## src/rtl/bm_read_port_pkg.sv

```systemverilog
package bm_read_port_pkg;

  localparam int unsigned LONG_W = 36;

  typedef enum logic [1:0] {
    MODE_LONG = 2'd0,
    MODE_WORD = 2'd1,
    MODE_BYTE = 2'd2
  } width_mode_e;

  function automatic width_mode_e decode_mode(input logic bm, input logic sz);
    if (!bm)     return MODE_LONG;
    else if (sz) return MODE_BYTE;
    else         return MODE_WORD;
  endfunction

  // index of the final piece of a long word in each mode
  function automatic logic [1:0] final_index(input width_mode_e m);
    case (m)
      MODE_BYTE: return 2'd3;
      MODE_WORD: return 2'd1;
      default:   return 2'd0;
    endcase
  endfunction

endpackage

```

## src/rtl/bm_rst_sync.sv

```systemverilog
module bm_rst_sync #(
  parameter int unsigned STAGES = 2
) (
  input  logic clk,
  input  logic rst_n,
  output logic rst_int_n
);
  logic [STAGES-1:0] sync_q;
  logic [STAGES-1:0] sync_d;

  always_comb begin
    sync_d = {sync_q[STAGES-2:0], 1'b1};
  end

  always_ff @(posedge clk or negedge rst_n) begin
    if (!rst_n) sync_q <= '0;
    else        sync_q <= sync_d;
  end

  assign rst_int_n = sync_q[STAGES-1];
endmodule

```

## src/rtl/bm_piece_ctrl.sv

```systemverilog
module bm_piece_ctrl
  import bm_read_port_pkg::*;
#(
  parameter int unsigned DW = LONG_W
) (
  input  logic          clk,
  input  logic          rst_int_n,
  input  width_mode_e   mode,
  input  logic [DW-1:0] src_data,
  input  logic          src_empty,
  input  logic          rd_en,
  output logic          src_pop,
  output logic          hold_valid,
  output logic [1:0]    piece_idx,
  output logic [DW-1:0] hold_word
);
  logic          valid_q, valid_d;
  logic [1:0]    idx_q, idx_d;
  logic [DW-1:0] word_q, word_d;
  logic          take, at_last, load, word_en;

  always_comb begin
    take    = rd_en && valid_q;
    at_last = (idx_q == final_index(mode));
    load    = !src_empty && (!valid_q || (take && at_last));
    word_en = load;
    valid_d = valid_q;
    idx_d   = idx_q;
    word_d  = src_data;
    if (load) begin
      valid_d = 1'b1;
      idx_d   = 2'd0;
    end else if (take) begin
      if (at_last) begin
        valid_d = 1'b0;
        idx_d   = 2'd0;
      end else begin
        idx_d   = idx_q + 2'd1;
      end
    end
  end

  always_ff @(posedge clk or negedge rst_int_n) begin
    if (!rst_int_n) begin
      valid_q <= 1'b0;
      idx_q   <= 2'd0;
    end else begin
      valid_q <= valid_d;
      idx_q   <= idx_d;
    end
  end

  // data path: clock enable only, no reset needed
  always_ff @(posedge clk) begin
    if (word_en) word_q <= word_d;
  end

  assign src_pop    = load;
  assign hold_valid = valid_q;
  assign piece_idx  = idx_q;
  assign hold_word  = word_q;
endmodule

```

## src/rtl/bm_piece_mux.sv

```systemverilog
module bm_piece_mux
  import bm_read_port_pkg::*;
#(
  parameter int unsigned DW = LONG_W
) (
  input  width_mode_e   mode,
  input  logic          msb_first,
  input  logic [1:0]    piece_idx,
  input  logic [DW-1:0] word,
  output logic [DW-1:0] piece
);
  localparam int unsigned NB   = 4;
  localparam int unsigned NW   = 2;
  localparam int unsigned BW   = DW / NB;
  localparam int unsigned WW   = DW / NW;

  logic [BW-1:0] byte_slot [NB];
  logic [WW-1:0] word_slot [NW];
  logic [1:0]    b_sel;
  logic          w_sel;

  genvar g;
  generate
    for (g = 0; g < NB; g++) begin : g_byte
      assign byte_slot[g] = word[g*BW +: BW];
    end
    for (g = 0; g < NW; g++) begin : g_word
      assign word_slot[g] = word[g*WW +: WW];
    end
  endgenerate

  always_comb begin
    b_sel = msb_first ? (2'd3 - piece_idx) : piece_idx;
    w_sel = msb_first ? ~piece_idx[0] : piece_idx[0];
    piece = '0;
    case (mode)
      MODE_BYTE: piece[BW-1:0] = byte_slot[b_sel];
      MODE_WORD: piece[WW-1:0] = word_slot[w_sel];
      default:   piece         = word;
    endcase
  end
endmodule

```

## src/rtl/bm_read_port.sv

```systemverilog
module bm_read_port
  import bm_read_port_pkg::*;
(
  input  logic        clk,
  input  logic        rst_n,
  input  logic        bus_match,
  input  logic        size_sel,
  input  logic        order_sel,
  input  logic [35:0] src_data,
  input  logic        src_empty,
  output logic        src_pop,
  input  logic        rd_en,
  output logic        rd_ready,
  output logic [35:0] rd_data
);
  localparam int unsigned DW = LONG_W;

  logic          rst_int_n;
  logic          msb_first_q;
  width_mode_e   mode;
  logic          hold_valid;
  logic [1:0]    piece_idx;
  logic [DW-1:0] hold_word;

  bm_rst_sync #(.STAGES(2)) u_rst (
    .clk       (clk),
    .rst_n     (rst_n),
    .rst_int_n (rst_int_n)
  );

  // order select is captured on every edge inside reset, then frozen
  always_ff @(posedge clk) begin
    if (!rst_int_n) msb_first_q <= order_sel;
  end

  assign mode = decode_mode(bus_match, size_sel);

  bm_piece_ctrl #(.DW(DW)) u_ctrl (
    .clk        (clk),
    .rst_int_n  (rst_int_n),
    .mode       (mode),
    .src_data   (src_data),
    .src_empty  (src_empty),
    .rd_en      (rd_en),
    .src_pop    (src_pop),
    .hold_valid (hold_valid),
    .piece_idx  (piece_idx),
    .hold_word  (hold_word)
  );

  bm_piece_mux #(.DW(DW)) u_mux (
    .mode      (mode),
    .msb_first (msb_first_q),
    .piece_idx (piece_idx),
    .word      (hold_word),
    .piece     (rd_data)
  );

  assign rd_ready = hold_valid;
endmodule

```

## config.mk

```make
export PLATFORM = sky130hd
export DESIGN_NAME = bm_read_port
export DESIGN_NICKNAME = d
export VERILOG_FILES = /design/src/rtl/bm_read_port_pkg.sv /design/src/rtl/bm_rst_sync.sv /design/src/rtl/bm_piece_ctrl.sv /design/src/rtl/bm_piece_mux.sv /design/src/rtl/bm_read_port.sv
export SDC_FILE = /design/constraint.sdc
export NUM_CORES = 1
export LEC_CHECK = 0
export BUFFER_PORTS_ARGS = -buffer_cell sky130_fd_sc_hd__buf_2
export CAP_MARGIN = 20
export CORE_ASPECT_RATIO = 1.2
export CORE_MARGIN = 2
export CORE_UTILIZATION = 35
export CTS_BUF_LIST = sky130_fd_sc_hd__clkbuf_8
export CTS_CLUSTER_DIAMETER = 30
export CTS_CLUSTER_SIZE = 20
export DETAILED_ROUTE_END_ITERATION = 10
export PLACE_DENSITY = 0.56
export SKIP_CTS_REPAIR_TIMING = 1
export SLEW_MARGIN = 20
export SYNTH_ARGS = -nofsm -noshare
export SYNTH_HDL_FRONTEND = slang
export SYNTH_HIERARCHICAL = 1
export SYNTH_SLANG_ARGS = --single-unit
```

## constraint.sdc

```tcl
create_clock -name clk -period 5.8 [get_ports clk]
set_clock_uncertainty 0.1 [all_clocks]
set_input_delay 0.87 -clock clk [delete_from_list [all_inputs] [get_ports clk]]
set_output_delay 0.87 -clock clk [all_outputs]
set_load 0.05 [all_outputs]
```

== After elaboration in Yosys (flattened, before gate mapping) ==
Cells that the tools add are included.

* Add/sub/neg operators: 2
* $lt $le $gt $ge: 2
* Equal/unequal tests: 3
* Multiplexer cells: 20
* Bitwise operators: 3
* Reductions and logical operators: 10

{| class="wikitable"
|+ Operator list
! cell !! number
|-
| 2-to-1 mux 18 bit || 4
|-
| one-hot mux 9 bit (2 select lines) || 2
|-
| binary-select mux 9 bit (select 2 bit) || 1
|-
| 2-to-1 mux 9 bit || 2
|-
| 2-to-1 mux 2 bit || 6
|-
| 2-to-1 mux 1 bit || 4
|-
| one-hot mux 2 bit (2 select lines) || 1
|-
| nonzero test 2 bit || 2
|-
| greater-or-equal comparator 3 bit (second input constant) || 1
|-
| logical AND 1 bit || 3
|-
| NOT 2 -> 3 bit || 1
|-
| adder 2 x 1 -> 2 bit (second input constant) || 1
|-
| == test 2 x 1 -> 1 bit (second input constant) || 1
|-
| == test 2 bit || 1
|-
| == test 2 bit (second input constant) || 1
|-
| greater-or-equal comparator 2 bit (second input constant) || 1
|-
| logical NOT 1 bit || 2
|-
| NOT 1 -> 2 bit || 1
|-
| AND reduction 2 bit || 1
|-
| OR reduction 2 bit || 1
|-
| subtractor 2 bit (first input constant) || 1
|-
| logical OR 1 bit || 1
|-
| NOT 1 bit || 1
|}

* Flip-flop bits (word level): 42
* Bits of input ports: 43
* Output and inout bits: 38
* Logic and storage cells: 45

== Longest topological paths before layout ==
Gate-level depths: netlist of the first run.

* Depth after elaboration: 10
* Depth in mapped cells: 9
* Depth with buffers taken out: 7

== Modules after synthesis ==
Netlist of the first run, hierarchy kept.

{| class="wikitable"
|+ By module, submodules not included
! module !! times used !! cells each !! area each (sq um) !! seq. area each (sq um)
|-
| bm_piece_ctrl || 1 || 57 || 1272.5 || 1156.1
|-
| bm_piece_mux || 1 || 173 || 1271.2 || 0.0
|-
| bm_rst_sync || 1 || 3 || 53.8 || 50.0
|-
| bm_read_port || 1 || 4 || 50.0 || 30.0
|}

== Worst setup path after synthesis of the first run ==
No wires, ideal clock.

* Kind: in2out
* From: input size_sel
* To: output src_pop
* Arrival: 4244 ps
* Path slack: 586 ps
* Stages: 6
* Cell sequence: and2b_2 -> inv_1 -> ha_1 -> xor2_1 -> nand3_1 -> a21oi_1

* Word-level cells in the longest chain between the ends: 8

{| class="wikitable"
|+ Ends and longest elaborated chain
! element !! line !! text
|-
| from (decl) || bm_read_port.sv:7 || <nowiki>input logic size_sel,</nowiki>
|-
| 2-to-1 mux 2 bit (*) || bm_read_port_pkg.sv:13 || <nowiki>else if (sz) return MODE_BYTE;</nowiki>
|-
| 2-to-1 mux 2 bit (*) || bm_read_port_pkg.sv:12 || <nowiki>if (!bm) return MODE_LONG;</nowiki>
|-
| == test 2 x 1 -> 1 bit / == test 2 bit (equally long branches) || bm_read_port_pkg.sv:19 || <nowiki>case (m)</nowiki>
|-
| one-hot mux 2 bit (2 select lines) (*) || bm_read_port_pkg.sv:19 ||
|-
| == test 2 bit (*) || bm_piece_ctrl.sv:24 || <nowiki>at_last = (idx_q == final_index(mode));</nowiki>
|-
| logical AND 1 bit (*) || bm_piece_ctrl.sv:25 || <nowiki>load = !src_empty && (!valid_q || (take && at_last));</nowiki>
|-
| logical OR 1 bit (*) || bm_piece_ctrl.sv:25 ||
|-
| logical AND 1 bit (*) || bm_piece_ctrl.sv:25 ||
|-
| to (decl) || bm_read_port.sv:11 || <nowiki>output logic src_pop,</nowiki>
|}

Every way passes the cells marked *; elsewhere a longest branch is shown, timed or not.

== Worst setup path after layout of the first run ==
* From: input size_sel
* To: output rd_data[10]

* Word-level cells in the longest chain between the ends: 4

{| class="wikitable"
|+ Ends and longest elaborated chain
! element !! line !! text
|-
| 2-to-1 mux 2 bit (*) || bm_read_port_pkg.sv:13 ||
|-
| 2-to-1 mux 2 bit (*) || bm_read_port_pkg.sv:12 ||
|-
| named net mode[0] || bm_read_port.sv:20 || <nowiki>width_mode_e mode;</nowiki>
|-
| == test 2 x 1 -> 1 bit / == test 2 bit (equally long branches) || bm_piece_mux.sv:36 || <nowiki>case (mode)</nowiki>
|-
| one-hot mux 9 bit (2 select lines) (*) || bm_piece_mux.sv:36 ||
|-
| to (decl) || bm_read_port.sv:14 || <nowiki>output logic [35:0] rd_data</nowiki>
|}

Mark *: on every way through the listed nets, which the timed path passes. The rest lies on a longest branch.

==> qor.csv, run 1 <==
metric;value;unit
ys_async_sr_fraction;11.9;%
vias_per_cell;5.16;
port_buffers;80;
grt_pass1_wl;9.90;mm
final_nets;354;
synthAdderAreaFrac;1.42;%
synth.avg_cell_area;11.2;um^2
drc;0;
setup_tns;0;ns
arrival;3.30;ns
ys.flop_type;edfxtp_1;
dpl-instance-area;0.00307;mm^2
met1_length;2.95;mm
syn-num-nets;283;
netSwitchingFraction;45.5;%
synth_area;0.00265;mm^2
routedWlPerCell;16.0;um
internal_power;718;uW
r2r_slack;3.40;ns
gr-total-overflow;0;
synth_xor_area_share;1.70;%
die_width;83.4;um
synthCells;237;
ys_seq_area_share;46.7;%
htree_levels;2;
switchingPower;598;uW
start_util;36.4;%
pwr-share-seq;34.7;%
critPathCaptureType;primary output;
critPathRequiredTime;4.83;ns
num_io_pins;81;
die_area;0.00828;mm^2
vias;2059;
synthMuxAreaShare;12.9;%
cts_root_buf;clkbuf_8;
regToRegStartpoint;u_ctrl/piece_idx[0]$_DFFE_PN0P_;
synth-compound-area-share;15.7;%
synthDistinctLibCells;42;
hpwl;4.28;mm
dieHeight;99.3;um
worst_pin_slew;1.01;ns
drive_gt1_share;31.1;%
synth-simple-area-share;16.2;%
rr_worst_depth;5;
final.setup.worst_slack;1.53;ns
combinationalPowerShare;51.5;%
grt_max_degree;44;
design_power_total;1.32;mW
grt_pass1_vias;1945;
first_pass_iters;4;
clock_path_buffers;2;
path_class;input port to primary output;
fmax;0.234;GHz
clock-sinks;42;
core-area;0.00727;mm^2
antenna_found_initial;0;
post-route-period-util;73.6;%
routed_wl;6.37;mm
startpoint;size_sel;
finalInstanceArea;0.00317;mm^2
hold_ws;0.251;ns
p_clk_share;13.9;%
wl_met2;3.11;mm
synth_seq_cells;42;
clkTransAtPathRegs;0.08;ns
status;finished, final reports clean;
area_growth;19.8;%
gr-usage-all-layers;15.1;%
endpoint;rd_data[10];
cts_inserted_buffers;5;
maxSlewHeadroom;32.6;%
diodes;0;
row_count;34;
first_iter_violations;76;
dpl_worst_slack;1.55;ns
dr_wl_met3;216;um
top_layer;met4;
p_leak;1.29;nW
dp.cells;390;
holdCritPathClass;input port to async pin;
grt_setup_unrepaired;false;
hold_violations;0;
place_congestion;0.717;
drv_cap;0;
finalNonFillerCells;399;
vdd_drop_max;152;uV
worst_setup_path_start_kind;input port;
setup_violations;0;
final_util;43.6;%
r2r-end;u_ctrl/hold_word[7]$_DFFE_PN_;
ant_nets;0;
insertion_delay;0.28;ns
synth_top_family_by_area;simple AND/OR/NAND/NOR gates;
power_density;415;mW/mm^2
path_max_fanout;21;
drv_slew;0;
yosys_warnings;6;
synth-edff-count;37;
finalCriticalPeriod;4.27;ns
cts_tree;built;
-- final cells by class --
type                    count  area [um^2]
fillers                   715         4100
multi-input cells         170         1280
flip-flops and latches     42         1240
repair buffers             84          433
well taps                  90          113
clock buffers               5         68.8
inverters                   5         18.8
clock inverters             3         17.5
-- synthesized netlist by cell type (2+ instances only) --
cell	instances	share of area, %
buf_6	3	1.3
mux2i_1	34	13
nand2_1	18	2.6
a221oi_1	8	2.6
and2_0	8	1.9
clkbuf_1	7	0.99
nor2_1	3	0.43
ha_1	3	1.4
a32oi_1	2	0.66
and2_1	18	4.3
nand2b_1	3	0.71
a21oi_1	2	0.38
nor2b_1	4	0.95
o21ai_0	7	1.3
buf_2	5	0.95
inv_1	5	0.71
o21ai_1	2	0.38
edfxtp_1	37	42
a22o_1	18	6.0
buf_1	3	0.43
nor3b_1	7	2.0
dfrtp_1	5	4.7
nand3_1	9	1.7
a22oi_1	8	2.3
-- flip-flops by register name (all words and copies together) (netlist names) --
name               flops
u_rst/sync_q           2
u_ctrl/hold_valid      1
u_ctrl/piece_idx       2
msb_first_q            1
u_ctrl/hold_word      36
-- critical path, cell delays in order --
cell,delay (ns)
buf_2,0.10
and2b_2,0.22
inv_1,0.04
ha_1,0.54
nor2_1,0.87
a22o_1,0.24
a22o_1,0.14
buf_2,0.26
-- worst min path at each step --
stage                              start                               to  slack (ns)
6_report                           rst_n        u_rst/sync_q[0]$_DFF_PN0_        0.25
3_3_place_gp   u_rst/sync_q[1]$_DFF_PN0_    u_ctrl/hold_valid$_DFFE_PN0P_       -0.05
5_1_grt                            rst_n        u_rst/sync_q[0]$_DFF_PN0_        0.22
2_1_floorplan  u_rst/sync_q[1]$_DFF_PN0_    u_ctrl/hold_valid$_DFFE_PN0P_       -0.06
3_5_place_dp   u_rst/sync_q[1]$_DFF_PN0_  u_ctrl/piece_idx[1]$_DFFE_PN0P_       -0.04
4_1_cts        u_rst/sync_q[1]$_DFF_PN0_  u_ctrl/piece_idx[1]$_DFFE_PN0P_       -0.03
-- logic make-up after synthesis --
family	count (synthesis)
AOI/OAI and AO/OA	54
adders and majority gates	3
muxes	34
DFF	42
other	1
and+or+nand+nor	75
xor gates and xnor gates	3
buffers and inverters	25
-- placed cells by master, fill, tap and decap left out, drive strengths merged, types with 4 or more instances in the layout --
cell type,n
o21ai,9
clkbuf,5
inv,6
nor3b,7
and2,27
a22o,18
nand3,9
edfxtp,37
a221oi,8
a22oi,8
dfrtp,5
mux2i,34
nor2b,4
buf,83
nand2,18
-- per-layer routing --
layer | track usage, % | up-vias
met3 | 2.24 | 8
met2 | 25.7 | 58
met1 | 19.8 | 959
met4 | 5.42 | 0
met5 | 0 | -
li1 | - | 1034
-- power groups by stage --
stage | Clock (mW) | Sequential [mW] | Combinational [mW]
after floorplan | 0 | 0.459 | 0.570
after global placement | 0 | 0.462 | 0.672
after detailed placement | 0 | 0.464 | 0.679
after CTS | 0.195 | 0.457 | 0.682
after global routing | 0.208 | 0.466 | 0.726
final | 0.183 | 0.456 | 0.677
Power figures use the tool's default switching activity.
==> run 2, diff against run 1 <==
==> constraint.sdc (replaced) <==
create_clock -name clk -period 4.26 [get_ports clk]
set_clock_uncertainty 0.1 [all_clocks]
set_input_delay 0.639 -clock clk [delete_from_list [all_inputs] [get_ports clk]]
set_output_delay 0.639 -clock clk [all_outputs]
set_load 0.05 [all_outputs]
==> run 2 against run 1 <==
  * Register-to-register slack got worse by 1.7 ns
  * Largest cell class unchanged
  * Critical path type unchanged
  * Worst setup slack got worse by 0.57 ns
  * Combinational power increased by 38%
  * First-iteration DRC count decreased by 26%
==> qor.csv, run 2 (synthesis gave the netlist of run 1 again) <==
metric;value;unit;change
gr-total-overflow;0;;unchanged
diodes;0;;unchanged
path_max_fanout;43;;+100%
setup_violations;0;;unchanged
status;finished, final reports clean;;
final_cell_mix;buf_2, edfxtp_1, mux2i_1;;
core-area;0.00727;mm^2;unchanged
finalNonFillerCells;401;;+0.50%
hold_ws;0.250;ns;-0.00137 ns
clock_path_buffers;2;;unchanged
p_clk_share;13.6;%;-0.3 points
power_density;565;mW/mm^2;+36%
critPathCaptureType;primary output;;
worst_pin_slew;0.885;ns;-0.122 ns
clock-sinks;42;;unchanged
holdCritPathClass;flop to flop;;
grt_setup_unrepaired;false;;
switchingPower;821;uW;+37%
hpwl;4.33;mm;+1.0%
place_congestion;0.708;;-1.3%
start_util;36.4;%;unchanged
combinationalPowerShare;51.9;%;+0.4 points
path_class;input port to primary output;;
num_io_pins;81;;unchanged
setup_tns;0;ns;unchanged
first_iter_violations;56;;-26%
port_buffers;80;;unchanged
antenna_found_initial;0;;unchanged
critPathRequiredTime;3.52;ns;-1.31 ns
largest_register_ffs;36;;unchanged
worst_setup_path_start_kind;input port;;
dp.cells;391;;+0.26%
maxSlewHeadroom;40.9;%;+8.3 points
gr-usage-all-layers;16.2;%;+1.0 points
pwr-share-seq;34.5;%;-0.2 points
drc;0;;unchanged
drv_slew;0;;unchanged
finalCriticalPeriod;3.30;ns;
row_count;34;;unchanged
vias;2102;;+2.1%
internal_power;977;uW;+36%
netSwitchingFraction;45.7;%;+0.20 points
cts_inserted_buffers;5;;unchanged
clkTransAtPathRegs;0.08;ns;about the same
drive_gt1_share;30.9;%;-0.20 points
vdd_drop_max;321;uV;+110%
n_fill_cell;730;;+2.1%
htree_levels;2;;unchanged
fmax;0.303;GHz;
routedWlPerCell;16.5;um;+3.3%
grt_pass1_wl;10.5;mm;+5.9%
dpl_worst_slack;0.964;ns;-0.583 ns
routed_wl;6.62;mm;+3.8%
die_area;0.00828;mm^2;unchanged
area_growth;20.2;%;
final_nets;356;;+0.56%
hold_violations;0;;unchanged
ant_nets;0;;unchanged
first_pass_iters;4;;unchanged
die_width;83.4;um;unchanged
post-route-period-util;77.4;%;
dieHeight;99.3;um;unchanged
grt_max_degree;44;;unchanged
p_leak;1.30;nW;+0.53%
cts_tree;built;;
drv_cap;0;;unchanged
insertion_delay;0.29;ns;about the same
arrival;2.56;ns;-0.74 ns
cts_root_buf;clkbuf_8;;
final_util;43.8;%;+0.17 points
final.setup.worst_slack;0.963;ns;-0.567 ns
grt_pass1_vias;1986;;+2.1%
vias_per_cell;5.24;;+1.6%
final_common_cell;buf_2;;
## run 2: worst paths after layout
kind | start | endpoint | slack [ns] | depth (start not counted)
worst max-delay path | size_sel | rd_data[17] | 0.96 | 10
worst min-delay path | u_rst/sync_q[0]$_DFF_PN0_ | u_rst/sync_q[1]$_DFF_PN0_ | 0.25 | 0
worst max register to register | u_ctrl/piece_idx[0]$_DFFE_PN0P_ | u_ctrl/hold_word[23]$_DFFE_PN_ | 1.75 | 5
worst min register to register | u_rst/sync_q[0]$_DFF_PN0_ | u_rst/sync_q[1]$_DFF_PN0_ | 0.25 | 0
max in group asynchronous | u_rst/sync_q[1]$_DFF_PN0_ | u_ctrl/piece_idx[0]$_DFFE_PN0P_ | 3.40 | 1
min in group asynchronous | u_rst/sync_q[1]$_DFF_PN0_ | u_ctrl/hold_valid$_DFFE_PN0P_ | 0.50 | 1
## run 2: area by class of cell
cell class / count / area [um^2] / area share [%]
Multi-Input combinational cell: 170 / 1280 / 40.3
Sequential cell: 42 / 1240 / 38.9
Timing Repair Buffer: 86 / 450 / 14.2
Tap cell: 90 / 113 / 3.54
Clock buffer: 5 / 68.8 / 2.16
Inverter: 5 / 18.8 / 0.590
Clock inverter: 3 / 12.5 / 0.393
## run 2: worst max-delay path, cell delays in order
cell     delay [ns]
buf_2          0.10
and2b_2        0.22
inv_1          0.05
ha_1           0.28
buf_4          0.36
nor2_1         0.09
buf_4          0.22
a22o_1         0.19
a22o_1         0.18
buf_2          0.21
## run 2: power groups by stage
stage               combinational [mW]  clock [mW]  sequential (mW)
floorplan                        0.778           0            0.621
global placement                 0.922           0            0.628
detailed placement               0.937           0            0.630
CTS                              0.937       0.256            0.621
global route                     0.999       0.274            0.634
finish                           0.933       0.245            0.620
## run 2: per-stage QoR
stage | cell area (um^2) | power (mW)
floorplan | 2650 | 1.40
global placement | 3080 | 1.55
detailed placement | 3080 | 1.57
CTS | 3160 | 1.81
global route | 3180 | 1.91
finish | 3180 | 1.80
## run 2: routing by layer
layer	vias up	track usage [%]	share of wire, %
li1	1035	-	-
met1	1000	20.9	45
met2	63	27.0	49
met3	4	4.07	5.3
met4	0	4.54	0.70
met5	-	0	0
==> run 3, diff against run 2 <==
--- a/config.mk
+++ b/config.mk
@@ -5,6 +5,7 @@
 export SDC_FILE = /design/constraint.sdc
 export NUM_CORES = 1
 export LEC_CHECK = 0
+export ABC_AREA = 1
 export BUFFER_PORTS_ARGS = -buffer_cell sky130_fd_sc_hd__buf_2
 export CAP_MARGIN = 20
 export CORE_ASPECT_RATIO = 1.2
@@ -14,7 +15,7 @@
 export CTS_CLUSTER_DIAMETER = 30
 export CTS_CLUSTER_SIZE = 20
 export DETAILED_ROUTE_END_ITERATION = 10
-export PLACE_DENSITY = 0.56
+export PLACE_DENSITY = 0.59
 export SKIP_CTS_REPAIR_TIMING = 1
 export SLEW_MARGIN = 20
 export SYNTH_ARGS = -nofsm -noshare
==> constraint.sdc (replaced) <==
create_clock -name clk -period 2.71 [get_ports clk]
set_clock_uncertainty 0.1 [all_clocks]
set_input_delay 0.4065 -clock clk [delete_from_list [all_inputs] [get_ports clk]]
set_output_delay 0.4065 -clock clk [all_outputs]
set_load 0.05 [all_outputs]
==> run 3 against run 2 <==
  * Worst setup slack worse by 0.87 ns
  * Sequential power up 43%
  * Combinational power up 32%
  * Area after synthesis down 2.3%
  * Cell area up 1.9%
  * Sequential share of layout area down 0.72 points
  * Global-route usage up 1.4 points
  * Critical path type is now flop to primary output
  * Highest routed layer unchanged
==> qor.csv, run 3 <==
metric;value;unit;change
status;finished, final reports clean;;
cts_root_buf;clkbuf_8;;
crit_path_max_incr_delay;0.48;ns;+0.12 ns
gr-total-overflow;0;;unchanged
combinationalPowerShare;47.3;%;-4.6 points
core-area;0.00719;mm^2;-1.2%
diodes;0;;unchanged
ys.flop_type;edfxtp_1;;
ys_async_sr_fraction;11.9;%;unchanged
finalCriticalPeriod;2.62;ns;
synth_area;0.00259;mm^2;-2.3%
grt_pass1_wl;10.8;mm;+3.0%
dieHeight;98.2;um;-1.1%
final_nets;475;;+33%
vias;2383;;+13%
die_width;82.5;um;-1.1%
pwr-share-seq;34.1;%;-0.4 points
vias_per_cell;4.58;;-13%
yosys-top-cells-count;nand2_1, inv_1, nand3_1;;
crit_slowest_cell;edfxtp_1;;
hold_violations;0;;unchanged
critPathRequiredTime;2.20;ns;-1.32 ns
final_cell_mix;nand2_1, inv_1, buf_2, nand3_1, edfxtp_1;;
drv_cap;0;;unchanged
die_area;0.00810;mm^2;-2.2%
cp_num_cells;6;;-4
syn-num-nets;390;;+38%
clock-sinks;42;;unchanged
holdCritPathClass;input port to flop;;
design_power_total;2.60;mW;+45%
synth_seq_cells;42;;unchanged
crit_chain;nand2_4, nand2_4, nor2_2, o21ai_0, inv_1, buf_2;;
grt_max_degree;29;;-34%
r2r-end;u_ctrl/hold_word[29]$_DFFE_PN_;;
yosys-top-cells-area;edfxtp_1, nand2_1, nand3_1;;
crit_family;simple AND/OR/NAND/NOR gates;;
setup_tns;0;ns;unchanged
regToRegStartpoint;u_ctrl/piece_idx[0]$_DFFE_PN0P_;;
drc;0;;unchanged
grt_pass1_vias;2329;;+17%
clock_path_buffers;2;;unchanged
synthCells;344;;+45%
synth-edff-count;37;;unchanged
power_density;803;mW/mm^2;+42%
start_util;36.0;%;-0.42 points
grt_setup_unrepaired;true;;
hold_ws;0.183;ns;-0.0672 ns
yosysMostFrequentCell;nand2_1;;
first_iter_violations;138;;+150%
drv_slew;0;;unchanged
vdd_drop_max;316;uV;-1.4%
startpoint;msb_first_q$_DFFE_PN_;;
first_pass_iters;4;;unchanged
cts_tree;built;;
place_congestion;0.897;;+27%
port_buffers;80;;unchanged
yosys_warnings;6;;unchanged
clkTransAtPathRegs;0.08;ns;about the same
fmax;0.382;GHz;
endpoint;rd_data[10];;
path_class;flop to primary output;;
row_count;34;;unchanged
cpMostUsedCell;nand2_4;;
p_leak;1.82;nW;+40%
path_max_fanout;28;;-35%
post-route-period-util;96.6;%;
synth_top_area_share;43.0;%;+0.99 points
insertion_delay;0.29;ns;about the same
netSwitchingFraction;45.6;%;about the same
area_growth;25.4;%;
antenna_found_initial;0;;unchanged
worst_setup_path_start_kind;flop;;
setup_violations;0;;unchanged
rr_worst_depth;8;;+3
arrival;2.11;ns;-0.45 ns
synth.avg_cell_area;7.52;um^2;-33%
ys_seq_area_share;47.8;%;+1.1 points
largest_register_ffs;36;;unchanged
cts_inserted_buffers;5;;unchanged
routedWlPerCell;13.0;um;-21%
switchingPower;1.19;mW;+45%
final_common_cell;nand2_1;;
crit_buf_inv;2;;-3
gr-usage-all-layers;17.5;%;+1.4 points
drive_gt1_share;27.0;%;-3.9 points
p_clk_share;18.6;%;+5.0 points
internal_power;1.42;mW;+45%
htree_levels;2;;unchanged
synthDistinctLibCells;26;;-38%
synth_area_leader_cell;edfxtp_1;;
num_io_pins;81;;unchanged
routed_wl;6.76;mm;+2.1%
hpwl;5.04;mm;+16%
critPathCaptureType;primary output;;
r2r_slack;0.92;ns;-0.83 ns
ant_nets;0;;unchanged
-- run 3: cell types whose count changed in the layout (fill, tap and decap cells not counted), moves of 9 or more --
cell / before / now
a22o_1: 18 / 0
inv_1: 6 / 83
inv_2: 0 / 9
and2_1: 18 / 0
nand2_1: 18 / 90
nand3_1: 9 / 61
mux2i_1: 34 / 1
-- run 3: through the flow --
step	instance area [um^2]	std cells	setup WS [ns]	util (%)
final	3240	520	0.0913	45.1
after global routing	3240	520	-0.0398	45.1
after CTS	3210	518	-0.0578	44.7
after detailed placement	3110	510	0.283	43.2
after global placement	3110	510	0.282	43.2
after floorplan	2590	344	0.0484	-
-- run 3: power groups by stage --
stage	Clock, mW	Combinational (mW)	Sequential (mW)
final	0.484	1.23	0.889
after global routing	0.522	1.36	0.904
after CTS	0.496	1.23	0.888
after detailed placement	0	1.22	0.902
after global placement	0	1.22	0.898
after floorplan	0	0.938	0.893
-- run 3: final cells by class --
type                    instances  area [um^2]
fillers                       756         3950
flip-flops and latches         42         1240
multi-input cells             199          955
repair buffers                 89          485
inverters                      92          347
well taps                      90          113
clock buffers                   5         68.8
clock inverters                 3         37.5
-- run 3: per-layer routing --
metal	track usage (%)	share of wire (%)
met5	0	0
met4	6.92	2.1
met3	1.94	4.6
met2	30.6	52
met1	21.4	42
-- run 3: worst min-delay path by stage --
stage | from | to | depth (start not counted)
5_1_grt | src_data[4] | u_ctrl/hold_word[4]$_DFFE_PN_ | 1
3_5_place_dp | u_rst/sync_q[1]$_DFF_PN0_ | u_ctrl/piece_idx[0]$_DFFE_PN0P_ | 0
2_1_floorplan | u_rst/sync_q[1]$_DFF_PN0_ | u_ctrl/hold_valid$_DFFE_PN0P_ | 0
3_3_place_gp | u_rst/sync_q[1]$_DFF_PN0_ | u_ctrl/hold_valid$_DFFE_PN0P_ | 0
6_report | src_data[24] | u_ctrl/hold_word[24]$_DFFE_PN_ | 1
4_1_cts | rst_n | u_rst/sync_q[0]$_DFF_PN0_ | 1
-- run 3: kinds of logic after synthesis --
| logic type | share of synthesized area, % |
|---|---|
| simple gates | 30.2 |
| buf+inv | 15.8 |
| flops | 47.8 |
| compound gates | 4.16 |
| fa+ha+maj | 1.45 |
| mux | 0.387 |
| other cells | 0.145 |
-- run 3: worst register-to-register path: stages, from the launching register on --
cell and delay, ns:
dfrtp_2 0.49, inv_1 0.10, nand2_1 0.05, nand2_1 0.06, nand2_2 0.06, o21ai_2 0.13, inv_1 0.08, nor2_4 0.14
buf_4 0.28
